<file path="config.mk">
export PLATFORM = sky130hd
export DESIGN_NAME = clk_cfg_i2c_slave
export DESIGN_NICKNAME = d
export VERILOG_FILES = /design/src/rtl/cfg_i2c_pkg.sv /design/src/rtl/i2c_in_filter.sv /design/src/rtl/cfg_regfile.sv /design/src/rtl/clk_cfg_i2c_slave.sv
export SDC_FILE = /design/constraint.sdc
export NUM_CORES = 1
export LEC_CHECK = 0
export BUFFER_PORTS_ARGS = -buffer_cell sky130_fd_sc_hd__buf_2
export CAP_MARGIN = 30
export CORE_ASPECT_RATIO = 1.2
export CORE_MARGIN = 1
export CORE_UTILIZATION = 59
export CTS_BUF_LIST = sky130_fd_sc_hd__clkbuf_8
export DETAILED_ROUTE_END_ITERATION = 6
export GPL_TIMING_DRIVEN = 0
export PLACE_DENSITY = 0.82
export RECOVER_POWER = 50
export SYNTH_ARGS = -nofsm -noshare
export SYNTH_HDL_FRONTEND = slang
export SYNTH_SLANG_ARGS = --single-unit
</file>
<file path="constraint.sdc">
create_clock -name clk_i -period 2.9 [get_ports clk_i]
set_input_delay 0 -clock clk_i [delete_from_list [all_inputs] [get_ports clk_i]]
set_output_delay 0 -clock clk_i [all_outputs]
set_load 0.1 [all_outputs]
</file>
<file path="src/rtl/cfg_i2c_pkg.sv">
package cfg_i2c_pkg;

  typedef enum logic [2:0] {
    ST_IDLE,
    ST_RX,
    ST_RX_ACK,
    ST_TX,
    ST_TX_ACK
  } phase_e;

  // Power-up contents: last register differs from the rest
  function automatic logic [7:0] reg_init(input int k, input int n);
    return (k == n - 1) ? 8'h06 : 8'hFF;
  endfunction

endpackage

</file>
<file path="src/rtl/i2c_in_filter.sv">
module i2c_in_filter #(
  parameter int FILT_LEN = 3
) (
  input  logic clk_i,
  input  logic rst_ni,
  input  logic line_i,
  output logic line_o
);

  logic [1:0]          sync_q;
  logic [FILT_LEN-1:0] win_q;
  logic                out_q;

  always_ff @(posedge clk_i or negedge rst_ni) begin
    if (!rst_ni) begin
      sync_q <= '1;
      win_q  <= '1;
      out_q  <= 1'b1;
    end else begin
      sync_q <= {sync_q[0], line_i};
      win_q  <= {win_q[FILT_LEN-2:0], sync_q[1]};
      // change only when the whole window agrees
      if (&win_q)       out_q <= 1'b1;
      else if (~|win_q) out_q <= 1'b0;
    end
  end

  assign line_o = out_q;

endmodule

</file>
<file path="src/rtl/cfg_regfile.sv">
module cfg_regfile #(
  parameter int NUM_REGS  = 6,
  parameter int NUM_PAIRS = 10,
  localparam int SEL_W    = $clog2(NUM_REGS)
) (
  input  logic                  clk_i,
  input  logic                  rst_ni,
  input  logic                  wr_en_i,
  input  logic [SEL_W-1:0]      wr_sel_i,
  input  logic [7:0]            wr_data_i,
  output logic [NUM_REGS*8-1:0] regs_o,
  output logic [NUM_PAIRS-1:0]  en_o
);

  import cfg_i2c_pkg::*;

  logic [NUM_REGS-1:0][7:0] regs_q;

  always_ff @(posedge clk_i or negedge rst_ni) begin
    if (!rst_ni) begin
      for (int k = 0; k < NUM_REGS; k++) regs_q[k] <= reg_init(k, NUM_REGS);
    end else if (wr_en_i) begin
      for (int k = 0; k < NUM_REGS; k++)
        if (wr_sel_i == SEL_W'(k)) regs_q[k] <= wr_data_i;
    end
  end

  assign regs_o = regs_q;

  // pair p sits MSB-first inside register p/8
  for (genvar p = 0; p < NUM_PAIRS; p++) begin : g_pair
    assign en_o[p] = regs_q[p / 8][7 - (p % 8)];
  end

endmodule

</file>
<file path="src/rtl/clk_cfg_i2c_slave.sv">
module clk_cfg_i2c_slave #(
  parameter int         NUM_REGS  = 6,
  parameter int         NUM_PAIRS = 10,
  parameter int         FILT_LEN  = 3,
  parameter logic [6:0] DEV_ADDR  = 7'h69
) (
  input  logic                  clk_i,
  input  logic                  rst_ni,
  input  logic                  scl_i,
  input  logic                  sda_i,
  output logic                  sda_pull_o,
  output logic [NUM_REGS*8-1:0] reg_rd_o,
  output logic [NUM_PAIRS-1:0]  clk_en_o
);

  import cfg_i2c_pkg::*;

  localparam int IDX_W = $clog2(NUM_REGS + 3);
  localparam int SEL_W = $clog2(NUM_REGS);
  localparam logic [IDX_W-1:0] WR_FIRST = IDX_W'(2);
  localparam logic [IDX_W-1:0] WR_END   = IDX_W'(2 + NUM_REGS);
  localparam logic [IDX_W-1:0] RD_LAST  = IDX_W'(NUM_REGS);
  localparam logic [7:0]       COUNT_B  = 8'(NUM_REGS);

  // ---- input conditioning
  logic [1:0] raw, filt;
  assign raw = {scl_i, sda_i};
  for (genvar g = 0; g < 2; g++) begin : g_filt
    i2c_in_filter #(.FILT_LEN(FILT_LEN)) u_filt (
      .clk_i (clk_i),
      .rst_ni(rst_ni),
      .line_i(raw[g]),
      .line_o(filt[g])
    );
  end

  logic scl_f, sda_f, scl_q, sda_q;
  assign scl_f = filt[1];
  assign sda_f = filt[0];

  always_ff @(posedge clk_i or negedge rst_ni) begin
    if (!rst_ni) begin
      scl_q <= 1'b1;
      sda_q <= 1'b1;
    end else begin
      scl_q <= scl_f;
      sda_q <= sda_f;
    end
  end

  logic scl_rise, scl_fall, start_det, stop_det;
  assign scl_rise  = scl_f & ~scl_q;
  assign scl_fall  = ~scl_f & scl_q;
  assign start_det = scl_f & scl_q & sda_q & ~sda_f;
  assign stop_det  = scl_f & scl_q & ~sda_q & sda_f;

  // ---- sequencer state
  phase_e           state_q;
  logic [3:0]       bit_cnt_q;
  logic [7:0]       sh_q;
  logic [IDX_W-1:0] idx_q;
  logic             addr_ph_q, is_read_q, pull_q;

  logic             wr_en;
  logic [SEL_W-1:0] wr_sel;
  logic [7:0]       tx_byte;

  assign wr_en  = (state_q == ST_RX) && scl_fall && (bit_cnt_q == 4'd8) && !addr_ph_q &&
                  (idx_q >= WR_FIRST) && (idx_q < WR_END);
  assign wr_sel = SEL_W'(idx_q - WR_FIRST);

  always_comb begin
    tx_byte = 8'hFF;
    if (idx_q == '0) tx_byte = COUNT_B;
    else
      for (int k = 0; k < NUM_REGS; k++)
        if (idx_q == IDX_W'(k + 1)) tx_byte = reg_rd_o[k*8 +: 8];
  end

  always_ff @(posedge clk_i or negedge rst_ni) begin
    if (!rst_ni) begin
      state_q   <= ST_IDLE;
      bit_cnt_q <= '0;
      sh_q      <= '0;
      idx_q     <= '0;
      addr_ph_q <= 1'b0;
      is_read_q <= 1'b0;
      pull_q    <= 1'b0;
    end else if (start_det) begin
      state_q   <= ST_RX;
      bit_cnt_q <= '0;
      idx_q     <= '0;
      addr_ph_q <= 1'b1;
      is_read_q <= 1'b0;
      pull_q    <= 1'b0;
    end else if (stop_det) begin
      state_q <= ST_IDLE;
      pull_q  <= 1'b0;
    end else begin
      unique case (state_q)
        ST_RX: begin
          if (scl_rise && bit_cnt_q != 4'd8) begin
            sh_q      <= {sh_q[6:0], sda_f};
            bit_cnt_q <= bit_cnt_q + 4'd1;
          end else if (scl_fall && bit_cnt_q == 4'd8) begin
            if (addr_ph_q) begin
              if (sh_q[7:1] == DEV_ADDR) begin
                pull_q    <= 1'b1;
                is_read_q <= sh_q[0];
                addr_ph_q <= 1'b0;
                state_q   <= ST_RX_ACK;
              end else begin
                state_q <= ST_IDLE;
              end
            end else if (idx_q < WR_END) begin
              pull_q  <= 1'b1;
              idx_q   <= idx_q + 1'b1;
              state_q <= ST_RX_ACK;
            end else begin
              state_q <= ST_IDLE;
            end
          end
        end
        ST_RX_ACK: begin
          if (scl_fall) begin
            bit_cnt_q <= '0;
            if (is_read_q) begin
              sh_q    <= tx_byte;
              pull_q  <= ~tx_byte[7];
              idx_q   <= idx_q + 1'b1;
              state_q <= ST_TX;
            end else begin
              pull_q  <= 1'b0;
              state_q <= ST_RX;
            end
          end
        end
        ST_TX: begin
          if (scl_rise) begin
            bit_cnt_q <= bit_cnt_q + 4'd1;
          end else if (scl_fall) begin
            if (bit_cnt_q == 4'd8) begin
              pull_q  <= 1'b0;
              state_q <= ST_TX_ACK;
            end else begin
              sh_q   <= {sh_q[6:0], 1'b1};
              pull_q <= ~sh_q[6];
            end
          end
        end
        ST_TX_ACK: begin
          if (scl_rise && sda_f) begin
            state_q <= ST_IDLE;           // host NACK
          end else if (scl_fall) begin
            bit_cnt_q <= '0;
            if (idx_q <= RD_LAST) begin
              sh_q    <= tx_byte;
              pull_q  <= ~tx_byte[7];
              idx_q   <= idx_q + 1'b1;
              state_q <= ST_TX;
            end else begin
              state_q <= ST_IDLE;
            end
          end
        end
        default: state_q <= ST_IDLE;
      endcase
    end
  end

  assign sda_pull_o = pull_q;

  logic in_idle, in_rx;
  assign in_idle = (state_q == ST_IDLE);
  assign in_rx   = (state_q == ST_RX);

  cfg_regfile #(.NUM_REGS(NUM_REGS), .NUM_PAIRS(NUM_PAIRS)) u_regs (
    .clk_i    (clk_i),
    .rst_ni   (rst_ni),
    .wr_en_i  (wr_en),
    .wr_sel_i (wr_sel),
    .wr_data_i(sh_q),
    .regs_o   (reg_rd_o),
    .en_o     (clk_en_o)
  );

endmodule

</file>
# Yosys cells after proc, flatten, opt, wreduce, memory -nomap -nowiden
# Cells that the tools add are included.
# W data, S select, Z words.
op_classes:
  n_addsub: 3
  bitwise_logic: 15
  order_cmp: 3
  n_mux: 86
  eq_ne: 54
  n_reduce_logical: 36
op_table:
  columns: ["op", "n"]
  rows:
  - ["$mux W8", 16]
  - ["$mux W4", 17]
  - ["$ne A4 B4 Y1 const B", 9]
  - ["$mux W1", 33]
  - ["$mux W3", 11]
  - ["$pmux W8 S4", 1]
  - ["$ne A3 B3 Y1 const B", 8]
  - ["$reduce_and A11 Y1", 2]
  - ["$ne A2 B2 Y1 const B", 10]
  - ["$pmux W4 S4", 1]
  - ["$eq A3 B2 Y1 const B", 4]
  - ["$eq A4 B3 Y1 const B", 3]
  - ["$pmux W3 S4", 1]
  - ["$pmux W4 S3", 1]
  - ["$reduce_and A12 Y1", 1]
  - ["$reduce_and A2 Y1", 6]
  - ["$ne A5 B4 Y1 const B", 2]
  - ["$eq A3 B3 Y1 const B", 3]
  - ["$ne A3 B2 Y1 const B", 3]
  - ["$add A4 B1 Y4 const B", 2]
  - ["$eq A4 B2 Y1 const B", 2]
  - ["$logic_and A1 B1 Y1", 8]
  - ["$mux W2", 4]
  - ["$not A1 Y1", 8]
  - ["other kinds (26)", 41]
word_totals:
  inputBits: 4
  word_cells: 218
  register_bits: 84
  out_inout_bits: 59

# Depth between registers and ports, before layout
# Gate-level depths: netlist of the first run.
logic_depth:
  word_depth: 15
  ltp_mapped: 9
  depth_no_buf: 7

# Hierarchy
# Synthesis of the first run repeated with hierarchy kept, for this count alone.
unflattened:
  hier_cells: 405
  hier_area_um2: 4440.5
by_module_without_submodules:
  columns: ["module", "seq_area_each_um2", "n_inst", "area_per_inst_um2", "cells_each"]
  rows:
  - ["clk_cfg_i2c_slave", 603.1, 1, 2127.0, 269]
  - ["cfg_regfile", 1253.7, 1, 1960.6, 116]
  - ["i2c_in_filter", 157.7, 2, 176.4, 10]

# Worst setup path after synthesis of the first run
# Ideal clock, no wire load.
synth_path:
  path_kind: "flip-flop to flip-flop"
  from: "register idx_q[0]"
  to: "register u_regs.regs_q (netlist bit u_regs.en_o[8])"
  path_stages_with_launch: 8
  synth_period_minus_slack_ns: 2.122
  required_time_ns: 2.818
  setup_time_ns: 0.082
  path_slack_ns: 0.778
  arrival_time_ns: 2.039
  n_path_buf: 1
  path_cell_list: "dfrtp_1 -> inv_1 -> ha_1 -> clkbuf_1 -> nor3_1 -> and4b_1 -> nand2_1 -> mux2_2"
synth_between:
  elab_chain_cells: 4
synth_lines:
  columns: ["item", "line", "source"]
  rows:
  - ["from (decl)", "clk_cfg_i2c_slave.sv:61", "logic [IDX_W-1:0] idx_q;"]
  - ["from (signal assigned)", "clk_cfg_i2c_slave.sv:117", "idx_q <= idx_q + 1'b1;"]
  - ["from (signal assigned)", "clk_cfg_i2c_slave.sv:130", "idx_q <= idx_q + 1'b1;"]
  - ["from (signal assigned)", "clk_cfg_i2c_slave.sv:159", "idx_q <= idx_q + 1'b1;"]
  - ["branches (longest 3 deep; another with $sub A3 B2 Y3)", null, null]
  - ["$reduce_and A2 Y1 (no source line) (*)", null, null]
  - ["to (signal, indexed assignment)", "cfg_regfile.sv:24", "if (wr_sel_i == SEL_W'(k)) regs_q[k] <= wr_data_i;"]
  - ["to (decl)", "cfg_regfile.sv:17", "logic [NUM_REGS-1:0][7:0] regs_q;"]
# Every way passes the cells marked *.
# A chain may end at the register's enable or synchronous reset.

# Final worst setup path of the first run
layout_path:
  from: "register idx_q[0]"
  to: "register sh_q[4]"
layout_between:
  elab_chain_cells: 12
layout_lines:
  columns: ["item", "line", "source"]
  rows:
  - ["$eq A4 B1 Y1", "clk_cfg_i2c_slave.sv:77", "if (idx_q == IDX_W'(k + 1)) tx_byte = reg_rd_o[k*8 +: 8];"]
  - ["$mux W8 (6 in a row)", "clk_cfg_i2c_slave.sv:77", null]
  - ["$mux W8", "clk_cfg_i2c_slave.sv:74", "if (idx_q == '0) tx_byte = COUNT_B;"]
  - ["$mux W8", "clk_cfg_i2c_slave.sv:156", "if (idx_q <= RD_LAST) begin"]
  - ["$mux W8", "clk_cfg_i2c_slave.sv:154", "end else if (scl_fall) begin"]
  - ["$mux W8", "clk_cfg_i2c_slave.sv:152", "if (scl_rise && sda_f) begin"]
  - ["$pmux W8 S4", "clk_cfg_i2c_slave.sv:100", "unique case (state_q)"]
  - ["to (signal assigned)", "clk_cfg_i2c_slave.sv:103", "sh_q <= {sh_q[6:0], sda_f};"]
  - ["to (signal assigned)", "clk_cfg_i2c_slave.sv:146", "sh_q <= {sh_q[6:0], 1'b1};"]
  - ["to (signal assigned)", "clk_cfg_i2c_slave.sv:157", "sh_q <= tx_byte;"]
  - ["to (decl)", "clk_cfg_i2c_slave.sv:60", "logic [7:0] sh_q;"]
# Several ways; a longest one is shown, not always the timed one. The select of a mux whose other input is x is not followed.

==> results of run 1 <==
flip-flops by register name, summed over array words and instances (netlist names):
| register | flops |
|---|---|
| g_filt.u_filt.line_o | 2 |
| bit_cnt_q | 4 |
| sh_q | 8 |
| state_q | 3 |
| u_regs.regs_o | 38 |
| sda_pull_o | 1 |
| sda_q | 1 |
| g_filt.u_filt.win_q | 6 |
| is_read_q | 1 |
| idx_q | 4 |
| scl_q | 1 |
| addr_ph_q | 1 |
| g_filt.u_filt.sync_q | 4 |
| u_regs.en_o | 10 |
through the flow:
| stage | cell area [µm²] | power [mW] | utilization | hold slack, ns |
|---|---|---|---|---|
| floorplan | 4403 | 1.398 | - | -0.2956 |
| global placement | 4826 | 1.467 | 0.6673 | 0.1067 |
| detailed placement | 4856 | 1.484 | 0.6715 | 0.1066 |
| CTS | 5109 | 2.419 | 0.7064 | 0.2704 |
| global route | 5086 | 2.486 | 0.7033 | 0.2976 |
| finish | 5086 | 2.405 | 0.7033 | 0.2784 |
what timing repair did:
item | CTS | global route
hold endpoints to repair | 59 | 0
hold buffers | 3 | 0
setup buffers | 0 | 0
power breakdown:
group / leakage (nW) / internal (mW) / total (mW) / switching, mW
registers: 0.960 / 1.22 / 1.25 / 0.0307
logic: 1.16 / 0.0771 / 0.213 / 0.136
clock network: 0.110 / 0.489 / 0.942 / 0.452
total: 2.23 / 1.79 / 2.41 / 0.619
kinds of logic (layout without fill, tap and decap cells):
family | after synthesis | in the layout | synth area share
xor+xnor | 2 | 2 | 0.003979
mux | 60 | 60 | 0.1526
flops | 84 | 84 | 0.4933
simple gates | 112 | 112 | 0.1517
compound gates | 82 | 82 | 0.1279
fa+ha+maj | 7 | 7 | 0.01989
buf+inv | 47 | 129 | 0.05058
cell usage in the layout (no fill, tap or decap), types with 3 or more instances in the layout:
cell            n
a21oi_1        12
a22o_1          3
a31oi_1         7
and3b_1         6
and4_1          5
buf_1           4
buf_2          50
buf_4          11
clkbuf_1       29
clkbuf_8        9
dfrtp_1        28
dfstp_1         4
dfstp_2        52
dlygate4sd3_1   3
ha_1            7
inv_1          15
mux2_2         57
mux2i_1         3
nand2_1        21
nand2b_1       12
nand3_1         7
nand3b_1        4
nand4_1         7
nor2_1         20
nor2b_1         9
nor3b_1         3
o211ai_1        5
o21a_1          3
o21ai_0        24
o311ai_0        6
o31ai_1         4
worst min-delay path by stage:
stage                                           endpoint   start
floorplan                          addr_ph_q$_DFFE_PN0P_  rst_ni
global placement    g_filt[0].u_filt.sync_q[0]$_DFF_PN1_   sda_i
detailed placement  g_filt[1].u_filt.sync_q[0]$_DFF_PN1_   scl_i
CTS                 g_filt[0].u_filt.sync_q[0]$_DFF_PN1_   sda_i
global route        g_filt[1].u_filt.sync_q[0]$_DFF_PN1_   scl_i
finish              g_filt[0].u_filt.sync_q[0]$_DFF_PN1_   sda_i
final cells by class:
| cell class | count | area [µm²] |
|---|---|---|
| buffer | 32 | 166.4 |
| sequential | 84 | 2172 |
| multi-input combinational | 263 | 2008 |
| tap | 90 | 112.6 |
| clock buffer | 9 | 123.9 |
| clock inverter | 7 | 98.84 |
| inverter | 15 | 56.30 |
| timing repair buffer | 66 | 347.8 |
| fill | 555 | 2146 |
worst max-delay path, delay by kind of cell, from the launching register on:
kind	cells	cell delay, ns
AOI/OAI and AO/OA	2	0.80
and+or+nand+nor	1	0.24
buffers and inverters	3	0.60
muxes	1	0.26
adders and majority gates	1	0.20
DFF	1	0.49
metal layers:
layer | track usage | vias to the layer above | wire length (µm)
met3 | 0.05094 | 36 | 473
li1 | - | 1580 | -
met1 | 0.3692 | 1742 | 4254
met5 | 0 | - | 0
met2 | 0.4893 | 128 | 5540
met4 | 0.1538 | 0 | 408
==> impl_metrics.env, run 1 <==
export IMPL_clock_sinks=84
export IMPL_grt_pass1_wl_mm=17.44
export IMPL_finalMaxSlewViolations=30
export IMPL_tns_ns=0
export IMPL_startpoint="idx_q[0]$_DFFE_PN0P_"
export IMPL_dieHeight_um=96.63
export IMPL_finalCritPeriodShare=0.9317
export IMPL_clkTransAtPathRegs_ns=0.09
export IMPL_grt_pass1_vias=3462
export IMPL_die_w_um=80.86
export IMPL_outcome="complete, but fails checks"
export IMPL_p_leak_nw=2.231
export IMPL_initial_utilization=0.6088
export IMPL_via_count=3486
export IMPL_startpoint_type="register"
export IMPL_cap_violations=1
export IMPL_ys_types=56
export IMPL_wl_per_cell_um=18.86
export IMPL_endpoint_kind="register"
export IMPL_min_path_cells=2
export IMPL_hold_viol=0
export IMPL_hpwl_mm=7.734
export IMPL_synth_area_mm2=0.004403
export IMPL_max_clock_path_buffers=2
export IMPL_syn_inst=394
export IMPL_stdcell_count=566
export IMPL_hold_class="in -> reg"
export IMPL_crit_end="sh_q[4]$_DFFE_PN0P_"
export IMPL_ios=63
export IMPL_gp_congestion=0.9458
export IMPL_area_growth_pct=15.52
export IMPL_synth_area_top_cells="dfstp_2 (33%), dfrtp_1 (16%), mux2_2 (15%)"
export IMPL_final_nets=482
export IMPL_cts_inserted_buffers=9
export IMPL_regToRegEndpoint="sh_q[4]$_DFFE_PN0P_"
export IMPL_port_buffers=62
export IMPL_htree_levels=3
export IMPL_antenna_found_initial=0
export IMPL_period_needed_ns=2.702
export IMPL_worstSkewPairLatency_ns=0.37
export IMPL_vdd_ir_drop_worst_v=0.0003332
export IMPL_violations="max-capacitance violations, max-slew violations"
export IMPL_drive_above_1_share=0.4076
export IMPL_final_setup_viol_count=0
export IMPL_async_flop_share=1.000
export IMPL_diodes=0
export IMPL_slowest_delay_ns=0.57
export IMPL_synthesis_nets=405
export IMPL_drtAntennaViolNets=0
export IMPL_cp_required_ns=3.16
export IMPL_dp_cells=547
export IMPL_criticalPathCategory="reg -> reg"
export IMPL_drt_iter0_drc=196
export IMPL_track_usage=0.2979
export IMPL_finalWirelength_mm=10.68
export IMPL_coreArea_mm2=0.007232
export IMPL_root_buffer="clkbuf_8"
export IMPL_synth_commonest_cells="mux2_2 (57), dfstp_2 (56), dfrtp_1 (28)"
export IMPL_relSlewSlack=-0.1268
export IMPL_num_rows=34
export IMPL_power_density_mw_per_mm2=472.9
export IMPL_tritoncts="done"
export IMPL_seq_area_frac_synth=0.4933
export IMPL_post_place_ws_ns=0.2956
export IMPL_cp_slowest_cell="o311ai_0"
export IMPL_crit_top_cell="clkbuf_1"
export IMPL_finalClockSkew_ns=0.01306
export IMPL_design_die_area_mm2=0.007814
export IMPL_ys_ff_latch=84
export IMPL_timing_final_ws_setup_ns=0.1980
export IMPL_reg2regPathDepth=8
export IMPL_reg2reg_slack_ns=0.20
export IMPL_yosysWarnings=0
export IMPL_syn_avg_cell_area_um2=11.18
export IMPL_grt_max_degree=56
export IMPL_yosys_cell_count_top_type="mux2_2"
export IMPL_synthFlopType="dfstp_2"
export IMPL_overflow=0
export IMPL_yosysTopAreaCellShare=0.3342
export IMPL_worstPathArrival_ns=2.96
export IMPL_route_detailed_drc=0
export IMPL_rr_startpoint="idx_q[0]$_DFFE_PN0P_"
export IMPL_worstPathCellList="inv_1 > ha_1 > clkbuf_1 > clkbuf_1 > o311ai_0 > nand4_1 > a22o_1 > mux2_2"
export IMPL_tightest_slew_ns=1.690
export IMPL_fmax_mhz=370.1
export IMPL_rsz0062_at_grt="no"
export IMPL_viasPerCell=6.159
export IMPL_crit_fanout=10
export IMPL_synth_top_area_cell="dfstp_2"
export IMPL_dr_pass1_iters=4
export IMPL_post_cts_resize_count=0
export IMPL_synth_edf_count=0
No activity file was read; power rests on OpenSTA's default activity.
==> inputs of run 2 (changes only) <==
--- a/config.mk
+++ b/config.mk
@@ -5,15 +5,16 @@
 export SDC_FILE = /design/constraint.sdc
 export NUM_CORES = 1
 export LEC_CHECK = 0
+export ABC_AREA = 1
 export BUFFER_PORTS_ARGS = -buffer_cell sky130_fd_sc_hd__buf_2
 export CAP_MARGIN = 30
 export CORE_ASPECT_RATIO = 1.2
 export CORE_MARGIN = 1
-export CORE_UTILIZATION = 59
+export CORE_UTILIZATION = 60
 export CTS_BUF_LIST = sky130_fd_sc_hd__clkbuf_8
 export DETAILED_ROUTE_END_ITERATION = 6
 export GPL_TIMING_DRIVEN = 0
-export PLACE_DENSITY = 0.82
+export PLACE_DENSITY = 0.83
 export RECOVER_POWER = 50
 export SYNTH_ARGS = -nofsm -noshare
 export SYNTH_HDL_FRONTEND = slang
==> impl_metrics.env, run 2 <==
export IMPL_synth_area_top_cells="dfstp_2 (33%), dfrtp_1 (16%), nand2_1 (14%)"
export IMPL_outcome="complete, but fails checks"
export IMPL_largest_register_ffs=38
export IMPL_p_leak_nw=2.543
export IMPL_finalMaxSlewViolations=36
export IMPL_grt_pass1_vias=3906
export IMPL_period_needed_ns=2.427
export IMPL_post_cts_setup_buffers=0
export IMPL_p_switching_mw=1.541
export IMPL_internal_power_mw=2.155
export IMPL_dieHeight_um=96.33
export IMPL_via_count=4189
export IMPL_worstPathCellList="nand2_1 > nor3_1 > nor2_1 > nand3_1 > nor2_1 > nand2_1 > inv_2 > nor2_1 > a21oi_1"
export IMPL_area_growth_pct=14.99
export IMPL_track_usage=0.3243
export IMPL_final_nets=651
export IMPL_ios=63
export IMPL_clkPwrFrac=0.264
export IMPL_hpwl_mm=8.510
export IMPL_overflow=0
export IMPL_drt_iter0_drc=300
export IMPL_combPwrFrac=0.353
export IMPL_startpoint_type="register"
export IMPL_max_clock_path_buffers=2
export IMPL_cp_slowest_cell="nor3_1"
export IMPL_timing_final_ws_setup_ns=0.4734
export IMPL_yosys_cell_count_top_type="nand2_1"
export IMPL_hold_class="in -> reg"
export IMPL_fmax_mhz=412.1
export IMPL_seq_area_frac_synth=0.4882
export IMPL_worstPathArrival_ns=2.67
export IMPL_clkTransAtPathRegs_ns=0.09
export IMPL_crit_buf_inv=1
export IMPL_die_w_um=80.61
export IMPL_finalCritPeriodShare=0.8368
export IMPL_synthesis_nets=574
export IMPL_tightest_slew_ns=1.772
export IMPL_cts_inserted_buffers=9
export IMPL_root_buffer="clkbuf_8"
export IMPL_syn_avg_cell_area_um2=7.903
export IMPL_num_rows=34
export IMPL_post_place_ws_ns=0.5575
export IMPL_power_density_mw_per_mm2=722.3
export IMPL_dr_pass1_iters=5
export IMPL_design_die_area_mm2=0.007765
export IMPL_hold_viol=0
export IMPL_synthFlopType="dfstp_2"
export IMPL_coreArea_mm2=0.007232
export IMPL_finalWirelength_mm=11.65
export IMPL_criticalPathCategory="reg -> reg"
export IMPL_ys_types=32
export IMPL_synth_commonest_cells="nand2_1 (163), nor2_1 (66), dfstp_2 (56), inv_1 (56)"
export IMPL_async_flop_share=1.000
export IMPL_crit_family="simple AND/OR/NAND/NOR gates"
export IMPL_final_setup_viol_count=0
export IMPL_cp_required_ns=3.15
export IMPL_tns_ns=0
export IMPL_switching_share=0.4169
export IMPL_diodes=0
export IMPL_port_buffers=62
export IMPL_drtAntennaViolNets=0
export IMPL_cap_violations=1
export IMPL_rsz0062_at_grt="no"
export IMPL_hold_buffers=3
export IMPL_yosysTopAreaCellShare=0.3307
export IMPL_grt_max_degree=51
export IMPL_finalClockSkew_ns=0.01429
export IMPL_viasPerCell=5.699
export IMPL_crit_top_cell="nor2_1"
export IMPL_tritoncts="done"
export IMPL_fillers=605
export IMPL_final_cell_mix="nand2_1 (163), nor2_1 (66), inv_1 (56)"
export IMPL_synth_top_area_cell="dfstp_2"
export IMPL_final_common_cell="nand2_1"
export IMPL_post_cts_resize_count=0
export IMPL_grt_pass1_wl_mm=18.73
export IMPL_vdd_ir_drop_worst_v=0.0005101
export IMPL_initial_utilization=0.6152
export IMPL_clock_sinks=84
export IMPL_yosysWarnings=0
export IMPL_wl_per_cell_um=15.85
export IMPL_route_detailed_drc=0
export IMPL_drive_above_1_share=0.2403
export IMPL_slowest_delay_ns=0.67
export IMPL_seqPwrFrac=0.382
export IMPL_synth_edf_count=0
export IMPL_relSlewSlack=-0.1816
export IMPL_syn_inst=563
export IMPL_synth_area_mm2=0.004449
export IMPL_gp_congestion=0.9198
export IMPL_crit_fanout=9
export IMPL_antenna_found_initial=0
export IMPL_violations="max-capacitance violations, max-slew violations"
export IMPL_endpoint_kind="register"
export IMPL_htree_levels=3
export IMPL_worstSkewPairLatency_ns=0.37
export IMPL_ys_ff_latch=84
## run 2: changes by cell type in the layout (fill, tap and decap cells not counted), moves of 8 or more
cell and change:
mux2_2 -57, nand2b_1 -12, nor2_1 +46, nor2b_1 -9, inv_1 +41, o21ai_1 +33
nand3_1 +26, clkbuf_1 -8, nand2_1 +142, nor3_1 +10
## run 2: metal layers
| metal | vias up | share of wire | track usage |
|---|---|---|---|
| li1 | 1956 | - | - |
| met4 | 0 | 0.043 | 0.1652 |
| met3 | 49 | 0.067 | 0.06445 |
| met5 | - | 0 | 0 |
| met1 | 1965 | 0.39 | 0.3875 |
| met2 | 219 | 0.50 | 0.5530 |
## run 2: cell type report
type                    count  area, µm²  share of cell area
plain buffers              22      166.4             0.03253
well taps                  90      112.6             0.02201
inverters                  57      214.0             0.04182
flip-flops and latches     84       2172              0.4246
repair buffers             66      327.8             0.06407
clock inverters             7      102.6             0.02005
clock buffers               9      123.9             0.02421
multi-input cells         400       1897              0.3708
## run 2: cell families after synthesis
family,Yosys count,synth area share
compound gates,93,0.1125
xor+xnor,4,0.007875
fa+ha+maj,7,0.01968
buf+inv,79,0.08549
flops,84,0.4882
simple gates,296,0.2863
## run 2: final timing paths
path                                                      start                                    to  slack [ns]  cells past startpoint
setup / recovery            g_filt[1].u_filt.line_o$_DFFE_PN1P_                   sh_q[7]$_DFFE_PN0P_        0.47                      9
hold / removal                                            sda_i  g_filt[0].u_filt.sync_q[0]$_DFF_PN1_        0.28                      2
setup reg to reg            g_filt[1].u_filt.line_o$_DFFE_PN1P_                   sh_q[7]$_DFFE_PN0P_        0.47                      9
hold reg to reg            g_filt[0].u_filt.sync_q[0]$_DFF_PN1_  g_filt[0].u_filt.sync_q[1]$_DFF_PN1_        0.36                      0
max in group asynchronous                                rst_ni              bit_cnt_q[1]$_DFFE_PN0P_        0.64                      3
min in group asynchronous                                rst_ni                   sh_q[0]$_DFFE_PN0P_        0.64                      2
## run 2: worst register-to-register path, stage by stage (launching register included)
cell	delay (ns)
dfstp_1	0.56
nand2_1	0.10
nor3_1	0.67
nor2_1	0.24
nand3_1	0.13
nor2_1	0.04
nand2_1	0.23
inv_2	0.15
nor2_1	0.14
a21oi_1	0.05
## run 2: power groups by stage
stage               registers, mW  logic, mW  clock network, mW
finish                       1.41       1.31              0.977
global route                 1.43       1.45               1.02
CTS                          1.41       1.29              0.980
detailed placement           1.43       1.27                  0
global placement             1.42       1.23                  0
floorplan                    1.45      0.845                  0
## run 2: metrics by stage
stage          cell area [µm²]  hold slack [ns]    util  std cells  power, mW
3_3_place_gp              4872           0.1109  0.6737        715      2.647
6_report                  5116           0.2793  0.7074        735      3.696
4_1_cts                   5159           0.1333  0.7133        735      3.678
2_1_floorplan             4449          -0.2956       -        563      2.297
5_1_grt                   5116           0.2668  0.7074        735      3.898
3_5_place_dp              4902         -0.01582  0.6779        716      2.694
==> inputs of run 3 (changes only) <==
--- a/config.mk
+++ b/config.mk
@@ -10,11 +10,11 @@
 export CAP_MARGIN = 30
 export CORE_ASPECT_RATIO = 1.2
 export CORE_MARGIN = 1
-export CORE_UTILIZATION = 60
+export CORE_UTILIZATION = 54
 export CTS_BUF_LIST = sky130_fd_sc_hd__clkbuf_8
 export DETAILED_ROUTE_END_ITERATION = 6
 export GPL_TIMING_DRIVEN = 0
-export PLACE_DENSITY = 0.83
+export PLACE_DENSITY = 0.79
 export RECOVER_POWER = 50
 export SYNTH_ARGS = -nofsm -noshare
 export SYNTH_HDL_FRONTEND = slang
==> constraint.sdc (replaced) <==
create_clock -name clk_i -period 2.1 [get_ports clk_i]
set_input_delay 0 -clock clk_i [delete_from_list [all_inputs] [get_ports clk_i]]
set_output_delay 0 -clock clk_i [all_outputs]
set_load 0.1 [all_outputs]
==> impl_metrics.env, run 3 (synthesis gave the netlist of run 2 again) <==
export IMPL_vdd_ir_drop_worst_v=0.0008318
export IMPL_coreArea_mm2=0.007839
export IMPL_cp_required_ns=2.36
export IMPL_criticalPathCategory="reg -> reg"
export IMPL_max_clock_path_buffers=2
export IMPL_area_growth_pct=24.83
export IMPL_via_count=4063
export IMPL_outcome="complete, but fails checks"
export IMPL_period_needed_ns=2.061
export IMPL_clock_sinks=84
export IMPL_largest_register_ffs=38
export IMPL_p_leak_nw=2.780
export IMPL_finalClockSkew_ns=0.01190
export IMPL_gp_congestion=0.9487
export IMPL_initial_utilization=0.5676
export IMPL_gr_usage_met2=0.4959
export IMPL_hpwl_mm=8.520
export IMPL_dieHeight_um=101.4
export IMPL_multi_input_area_mm2=0.002057
export IMPL_antenna_found_initial=0
export IMPL_num_rows=35
export IMPL_power_density_mw_per_mm2=934.8
export IMPL_tightest_slew_ns=1.905
export IMPL_final_cell_mix="nand2_1 (155), nor2_1 (66), buf_2 (64)"
export IMPL_final_nets=670
export IMPL_route_detailed_drc=12
export IMPL_grt_max_degree=52
export IMPL_design_die_area_mm2=0.008608
export IMPL_worstSkewPairLatency_ns=0.37
export IMPL_violations="design-rule violations, max-capacitance violations, max-slew violations"
export IMPL_htree_levels=3
export IMPL_dr_pass1_iters=7
export IMPL_cts_inserted_buffers=9
export IMPL_finalCritPeriodShare=0.9812
export IMPL_worstPathArrival_ns=2.32
export IMPL_tritoncts="done"
export IMPL_ios=63
export IMPL_grt_pass1_vias=3787
export IMPL_crit_fanout=8
export IMPL_grt_busiest_layer="met2"
export IMPL_grt_pass1_wl_mm=18.38
export IMPL_track_usage=0.2795
export IMPL_drt_iter0_drc=240
export IMPL_relSlewSlack=-0.2697
export IMPL_hold_viol=0
export IMPL_seq_area_mm2=0.002172
export IMPL_globalRouteMet3Util=0.05216
export IMPL_cap_violations=1
export IMPL_final_common_cell="nand2_1"
export IMPL_diodes=0
export IMPL_endpoint_kind="register"
export IMPL_power_total_mw=5.192
export IMPL_final_setup_viol_count=0
export IMPL_overflow=0
export IMPL_startpoint_type="register"
export IMPL_port_buffers=62
export IMPL_holdWs_ns=0.2674
export IMPL_fillers=632
export IMPL_viasPerCell=5.374
export IMPL_grt_met1_usage=0.3385
export IMPL_die_w_um=84.86
export IMPL_finalMaxSlewViolations=34
export IMPL_drtAntennaViolNets=0
export IMPL_drive_above_1_share=0.3313
export IMPL_fmax_mhz=485.3
export IMPL_clkTransAtPathRegs_ns=0.10
export IMPL_finalWirelength_mm=12.02
export IMPL_root_buffer="clkbuf_8"
export IMPL_rsz0062_at_grt="yes"
export IMPL_hold_class="in -> reg"
export IMPL_wl_per_cell_um=15.90
## run 3: cell count changes in the layout (fill, tap and decap cells not counted), moves of 5 or more
| cell | change |
|---|---|
| buf_4 | +13 |
| clkbuf_1 | -17 |
| o21ai_2 | +7 |
| buf_2 | +17 |
| nand2_2 | +6 |
| nand2_1 | -8 |
| o21ai_0 | -5 |
| nand3_4 | +5 |
## run 3: worst paths after layout
| check | from | end | slack, ns | depth (start not counted) |
|---|---|---|---|---|
| setup reg to reg | bit_cnt_q[0]$_DFFE_PN0P_ | u_regs.regs_o[46]$_DFFE_PN0P_ | 0.04 | 13 |
| hold / removal | sda_i | g_filt[0].u_filt.sync_q[0]$_DFF_PN1_ | 0.27 | 2 |
| min in group asynchronous | rst_ni | is_read_q$_DFFE_PN0P_ | 0.70 | 2 |
| hold reg to reg | g_filt[0].u_filt.sync_q[0]$_DFF_PN1_ | g_filt[0].u_filt.sync_q[1]$_DFF_PN1_ | 0.36 | 0 |
| setup / recovery | bit_cnt_q[0]$_DFFE_PN0P_ | u_regs.regs_o[46]$_DFFE_PN0P_ | 0.04 | 13 |
| max in group asynchronous | rst_ni | idx_q[1]$_DFFE_PN0P_ | 0.32 | 2 |
## run 3: metrics by stage
step | setup WS, ns | utilization | cell area, µm² | std cells | setup TNS (ns)
after floorplan | 0.1554 | - | 4449 | 563 | 0
after global placement | -0.2292 | 0.6219 | 4875 | 717 | -4.385
after detailed placement | -0.2497 | 0.6257 | 4905 | 718 | -5.878
after CTS | -0.02602 | 0.6635 | 5201 | 738 | -0.1847
after global routing | -0.09415 | 0.7085 | 5554 | 756 | -1.691
final | 0.03949 | 0.7085 | 5554 | 756 | 0
## run 3: power by group
| part | switching (mW) | internal (mW) | total (mW) |
|---|---|---|---|
| Combinational | 1.39 | 0.567 | 1.96 |
| Sequential | 0.157 | 1.80 | 1.96 |
| Clock | 0.691 | 0.584 | 1.27 |
| Total | 2.24 | 2.95 | 5.19 |
## run 3: worst max-delay path: stages, from the launching register on
cell     delay, ns
dfrtp_1       0.43
inv_2         0.09
ha_4          0.14
nand2_4       0.05
nor2_4        0.17
nand2_4       0.08
nor3_4        0.16
inv_2         0.07
nor3_4        0.15
buf_12        0.17
nand3_4       0.14
buf_6         0.19
nand2_2       0.05
o21ai_2       0.04
## run 3: metal layers
| layer | vias up | part of all wire |
|---|---|---|
| li1 | 1985 | - |
| met1 | 1924 | 0.42 |
| met2 | 121 | 0.51 |
| met3 | 33 | 0.045 |
| met4 | 0 | 0.032 |
| met5 | - | 0 |
## run 3: timing repair
action	CTS	global route
pin swaps	1	5
cloned	1	4
hold buffers	3	0
endpoints found under the hold margin	53	0
buffers inserted	1	14
setup endpoints to repair	60	67
gates resized for setup	8	45
## run 3: cell type report
cell class              instances  share of cell area
plain buffers                  21             0.03221
clock buffers                   9             0.02230
clock inverters                 7             0.01712
inverters                      57             0.03897
multi-input cells             400              0.3704
flip-flops and latches         84              0.3911
well taps                      92             0.02073
repair buffers                 86              0.1072
